===== src/rtl/rdaddr_pkg.sv =====
package rdaddr_pkg;

  // Linear reading address from the two digits.
  function automatic int unsigned addr_value(input int unsigned units,
                                             input int unsigned tens);
    return tens * 10 + units;
  endfunction

  // True when the digits hold the last address of a phase.
  function automatic logic at_last(input int unsigned units,
                                   input int unsigned tens,
                                   input int unsigned tens_max);
    return (tens == tens_max) && (units == 0);
  endfunction

  // Phase chosen by a wrap: override first, then hold, else toggle.
  function automatic logic wrap_phase(input logic cur, input logic hold,
                                      input logic armed);
    if (armed)     return 1'b0;
    else if (hold) return 1'b1;
    else           return ~cur;
  endfunction

endpackage


===== src/rtl/rdaddr_stretch.sv =====
module rdaddr_stretch #(
  parameter int STRETCH_CYC = 500
) (
  input  logic clk,
  input  logic rst_n,
  input  logic raw_i,
  input  logic gate_i,
  output logic busy_o,
  output logic count_o
);
  localparam int CW = $clog2(STRETCH_CYC + 1);

  logic          raw_q;
  logic [CW-1:0] win_cnt;
  logic          start;

  assign busy_o  = (win_cnt != '0);
  assign start   = raw_i & ~raw_q & ~busy_o;
  assign count_o = start & gate_i;

  always_ff @(posedge clk) begin
    if (!rst_n) begin
      raw_q   <= 1'b0;
      win_cnt <= '0;
    end else begin
      raw_q <= raw_i;
      if (start)       win_cnt <= CW'(STRETCH_CYC - 1);
      else if (busy_o) win_cnt <= win_cnt - 1'b1;
    end
  end
endmodule


===== src/rtl/rdaddr_units.sv =====
module rdaddr_units #(
  parameter int UNITS_MOD = 10,
  localparam int UW = $clog2(UNITS_MOD)
) (
  input  logic          clk,
  input  logic          rst_n,
  input  logic          step_i,
  input  logic          clear_i,
  input  logic          wrap_i,
  output logic [UW-1:0] units_o,
  output logic          carry_o
);
  logic top_digit;

  assign top_digit = (units_o == UW'(UNITS_MOD - 1));
  assign carry_o   = step_i & ~clear_i & ~wrap_i & top_digit;

  always_ff @(posedge clk) begin
    if (!rst_n)         units_o <= '0;
    else if (clear_i)   units_o <= '0;
    else if (step_i) begin
      if (wrap_i)         units_o <= UW'(1);
      else if (top_digit) units_o <= '0;
      else                units_o <= units_o + 1'b1;
    end
  end
endmodule


===== src/rtl/rdaddr_tens_phase.sv =====
module rdaddr_tens_phase
  import rdaddr_pkg::*;
#(
  parameter int TENS_MAX = 5,
  parameter int NPRESET  = 3,
  localparam int TW = $clog2(TENS_MAX + 1)
) (
  input  logic               clk,
  input  logic               rst_n,
  input  logic               carry_i,
  input  logic               wrap_i,
  input  logic               hold_i,
  input  logic [NPRESET-1:0] preset_i,
  output logic [TW-1:0]      tens_o,
  output logic               phase_o,
  output logic               armed_o
);
  logic any_preset;

  assign any_preset = |preset_i;

  always_ff @(posedge clk) begin
    if (!rst_n) begin
      tens_o  <= '0;
      phase_o <= 1'b1;
      armed_o <= 1'b0;
    end else begin
      if (wrap_i)       tens_o <= '0;
      else if (carry_i) tens_o <= tens_o + 1'b1;

      if (wrap_i) phase_o <= wrap_phase(phase_o, hold_i, armed_o);

      if (any_preset)  armed_o <= 1'b1;
      else if (wrap_i) armed_o <= 1'b0;
    end
  end
endmodule


===== src/rtl/rdaddr_counter.sv =====
module rdaddr_counter
  import rdaddr_pkg::*;
#(
  parameter int STRETCH_CYC = 500,
  parameter int UNITS_MOD   = 10,
  parameter int TENS_MAX    = 5,
  parameter int NPRESET     = 3,
  localparam int UW = $clog2(UNITS_MOD),
  localparam int TW = $clog2(TENS_MAX + 1)
) (
  input  logic               clk,
  input  logic               rst_n,
  input  logic               cnt_pulse_i,
  input  logic               scan_gate_i,
  input  logic               in_hold_i,
  input  logic [NPRESET-1:0] preset_i,
  input  logic               skip_i,
  output logic [UW-1:0]      units_o,
  output logic [TW-1:0]      tens_o,
  output logic               phase_o,
  output logic               storage_flag_o,
  output logic               wrap_o,
  output logic               status_o
);
  // Named internal events.
  logic count_ev;
  logic step_ev;
  logic wrap_ev;
  logic carry_ev;
  logic stretch_busy;
  logic armed;

  rdaddr_stretch #(.STRETCH_CYC(STRETCH_CYC)) u_stretch (
    .clk     (clk),
    .rst_n   (rst_n),
    .raw_i   (cnt_pulse_i),
    .gate_i  (scan_gate_i),
    .busy_o  (stretch_busy),
    .count_o (count_ev)
  );

  assign step_ev = count_ev & ~skip_i;
  assign wrap_ev = step_ev & at_last(int'(units_o), int'(tens_o), TENS_MAX);

  rdaddr_units #(.UNITS_MOD(UNITS_MOD)) u_units (
    .clk     (clk),
    .rst_n   (rst_n),
    .step_i  (count_ev),
    .clear_i (skip_i),
    .wrap_i  (wrap_ev),
    .units_o (units_o),
    .carry_o (carry_ev)
  );

  rdaddr_tens_phase #(.TENS_MAX(TENS_MAX), .NPRESET(NPRESET)) u_tens (
    .clk      (clk),
    .rst_n    (rst_n),
    .carry_i  (carry_ev),
    .wrap_i   (wrap_ev),
    .hold_i   (in_hold_i),
    .preset_i (preset_i),
    .tens_o   (tens_o),
    .phase_o  (phase_o),
    .armed_o  (armed)
  );

  assign storage_flag_o = ~phase_o;

  always_ff @(posedge clk) begin
    if (!rst_n) begin
      wrap_o   <= 1'b0;
      status_o <= 1'b0;
    end else begin
      wrap_o   <= wrap_ev;
      status_o <= wrap_ev & in_hold_i;
    end
  end
endmodule


===== config.mk =====
export PLATFORM = sky130hd
export DESIGN_NAME = rdaddr_counter
export DESIGN_NICKNAME = d
export VERILOG_FILES = /design/src/rtl/rdaddr_pkg.sv /design/src/rtl/rdaddr_stretch.sv /design/src/rtl/rdaddr_units.sv /design/src/rtl/rdaddr_tens_phase.sv /design/src/rtl/rdaddr_counter.sv
export SDC_FILE = /design/constraint.sdc
export NUM_CORES = 1
export LEC_CHECK = 0
export BUFFER_PORTS_ARGS = -buffer_cell sky130_fd_sc_hd__clkbuf_2
export CAP_MARGIN = 20
export CORE_MARGIN = 8
export CORE_UTILIZATION = 42
export CTS_BUF_LIST = sky130_fd_sc_hd__clkbuf_8 sky130_fd_sc_hd__clkbuf_16
export DETAILED_ROUTE_END_ITERATION = 8
export PLACE_DENSITY = 0.65
export SYNTH_ARGS = -nofsm -noshare
export SYNTH_HDL_FRONTEND = slang
export SYNTH_SLANG_ARGS = --single-unit
export TNS_END_PERCENT = 5

===== constraint.sdc =====
create_clock -name clk -period 2 [get_ports clk]
set_input_delay 0.3 -clock clk [delete_from_list [all_inputs] [get_ports clk]]
set_output_delay 0.3 -clock clk [all_outputs]
set_load 0.005 [all_outputs]

==> flow_summary.json <==
{
  "slowest_delay_ns": 0.41,
  "clock_path_buffers": 2,
  "status": "finished clean",
  "drv_cap": 0,
  "worst_ir_drop_vdd_uv": 967.0,
  "startpoint": "u_stretch.win_cnt[0]",
  "crit_buf_inv": 2,
  "synth_most_common_cell": "dfxtp_1",
  "crit_chain": "inv_1 -> ha_1 -> or3b_4 -> nor4_4 -> buf_4 -> nor2_1 -> a211oi_1",
  "skew_ns": 0.003711,
  "place_congestion": 0.7889,
  "hold_ws_ns": 0.2996,
  "netlist_top_cells_area": "dfxtp_1, ha_1, o21a_1, inv_1, and2_1",
  "die_x_um": 67.81,
  "synth_warnings": 0,
  "area_growth_pct": 19.98,
  "worstPathArrival_ns": 2.02,
  "crit_family": "simple AND/OR/NAND/NOR gates",
  "netlist-cell-type-count": 43,
  "drc": 0,
  "die_height_um": 67.81,
  "dr.pass1.iters": 4,
  "place_hpwl_mm": 1.951,
  "synthArstFlopShare_pct": 0,
  "syn_nets": 140,
  "cts.reportedPaths.clkPinSlew_ns": 0.07,
  "synth_area_per_cell_sq_um": 9.019,
  "min_from": "preset_i[2]",
  "grt_use_total_pct": 12.01,
  "max_slew_margin_pct": 70.06,
  "ioPinCount": 20,
  "cp-start-kind": "flop",
  "ys.flop_type": "dfxtp_1",
  "syn-cell-area_sq_um": 1127,
  "antenna_found_initial": 0,
  "nNetsFinal": 169,
  "finalMaxSlewViolations": 0,
  "core_area_sq_um": 2522,
  "endpoint_kind": "flop",
  "setup-tns-final_ns": 0,
  "cts_buffers": 3,
  "ant_nets": 0,
  "wl_mm": 2.584,
  "cts_tree": "yes",
  "fin_crit_sh_pct": 91.96,
  "grt_pass1_vias": 967,
  "worstPathMaxFanout": 5,
  "hp-class": "input pin to flop",
  "finalHoldViolCount": 0,
  "yosys.area.top_type_share_pct": 37.29,
  "synth_top_cell_by_area": "dfxtp_1",
  "antenna_cells": 0,
  "synth_top_family_by_area": "simple AND/OR/NAND/NOR gates",
  "synth_simple_gate_area_share_pct": 31.30,
  "worst_path_max_delay_cell": "or3b_4",
  "dr_total_vias": 1046,
  "grt_max_degree": 25,
  "synth_edf_count": 0,
  "ys_ff_latch": 21,
  "synthAdderAreaFrac_pct": 6.659,
  "h-tree-depth": 1,
  "ys_seq_area_share_pct": 37.29,
  "synthMuxAreaShare_pct": 0.8879,
  "r2r-start": "u_stretch.win_cnt[0]",
  "p_leak_uw": 0.0005885,
  "max_freq_mhz": 543.7,
  "tightest_slew_ns": 0.4450,
  "grt_overflow_total": 0,
  "drt-initial-drc-count": 52,
  "wl_per_cell_um": 14.12,
  "setup_viol": 0,
  "die-area_sq_um": 4598,
  "initial_utilization_pct": 44.69,
  "clockRootBuffer": "clkbuf_8",
  "synth-xor-area-share_pct": 0,
  "period_minus_slack_ns": 1.839,
  "rows": 18,
  "cts_sinks": 21,
  "clk_latency_ns": 0.26,
  "worstSetupPathType": "flop to flop",
  "via_per_inst": 5.716,
  "grt_pass1_wl_mm": 4.374,
  "synth_commonest_cells": "dfxtp_1, inv_1, nand2_1, nor2_1, ha_1",
  "synth_compound_area_share_pct": 20.20,
  "drive_gt1_share_pct": 22.88,
  "rsz0062_at_grt": "false",
  "port_buffers": 19,
  "synthCells": 125,
  "crit_required_ns": 2.18,
  "power.density_nw_per_um2": 1158
}
flip-flops by register name, summed over array words and instances (netlist names):
signal,count
u_stretch.win_cnt,9
status_o,1
u_tens.armed_o,1
u_tens.tens_o,3
wrap_o,1
u_units.units_o,4
u_stretch.raw_q,1
u_tens.phase_o,1
worst register-to-register path, cell delays in order (launching register included):
cell	delay, ns
dfxtp_1	0.34
inv_1	0.08
ha_1	0.16
or3b_4	0.41
nor4_4	0.35
buf_4	0.19
nor2_1	0.04
a211oi_1	0.19
per-stage QoR:
| stage | area [sq um] | setup WS [ns] | power (uW) | utilization (%) | std cells |
|---|---|---|---|---|---|
| floorplan | 1127 | 0.1339 | 1083 | - | 125 |
| global placement | 1297 | 0.09235 | 1262 | 51.44 | 178 |
| detailed placement | 1297 | 0.03120 | 1278 | 51.44 | 178 |
| CTS | 1343 | 0.03129 | 1556 | 53.22 | 182 |
| global route | 1353 | 0.007412 | 1696 | 53.62 | 183 |
| finish | 1353 | 0.1608 | 1567 | 53.62 | 183 |
timing repair:
action | CTS | global route
resized for setup | 0 | 1
setup buffers | 0 | 1
hold buffers | 0 | 0
setup endpoints to repair | 0 | 2
power breakdown:
| group | total (uW) | leakage (uW) | switching (uW) | internal [uW] |
|---|---|---|---|---|
| Clock | 267 | 0.0000269 | 131 | 137 |
| Combinational | 700 | 0.000390 | 346 | 354 |
| Sequential | 599 | 0.000172 | 98.4 | 501 |
cell usage in the layout (no fill, tap or decap), types with 2 or more instances in the layout:
cell type / count
nor2_1: 7
nand4b_1: 2
inv_1: 10
clkbuf_2: 19
a21oi_1: 4
and2_1: 5
ha_1: 6
o211a_1: 2
o21ai_0: 2
a32o_1: 3
nand4_1: 2
dfxtp_1: 21
nor3b_1: 3
o21a_1: 5
nand3_1: 4
and3_1: 5
nand3b_1: 2
buf_4: 7
a21boi_0: 2
clkbuf_8: 3
nor3_1: 4
nor2b_1: 3
a31oi_1: 2
nand2_1: 7
a221o_1: 2
cell families (layout without fill, tap and decap cells):
family	after synthesis	after routing
adders and majority gates	6	6
AOI/OAI and AO/OA	30	30
DFF	21	21
and+or+nand+nor	56	56
buffers and inverters	11	39
muxes	1	1
cell type report:
cell class | instances | area (sq um)
clock buffers | 3 | 41.29
multi-input cells | 93 | 668.1
repair buffers | 26 | 147.6
flip-flops and latches | 21 | 420.4
fillers | 259 | 1170
inverters | 9 | 33.78
clock inverters | 1 | 3.754
well taps | 30 | 37.54
final timing paths:
kind / to / slack (ns) / cells past startpoint
setup reg to reg: u_units.units_o[0] / 0.16 / 7
hold / removal: u_tens.armed_o / 0.30 / 3
setup / recovery: u_units.units_o[0] / 0.16 / 7
hold reg to reg: u_tens.tens_o[2] / 0.51 / 2
routing by layer:
layer | track usage (%) | wire length (um)
met1 | 14.35 | 1138
met4 | 2.302 | 8
met2 | 20.95 | 1295
met3 | 3.595 | 141
met5 | 0 | 0
Note: power is estimated with default switching activity, not from simulation.
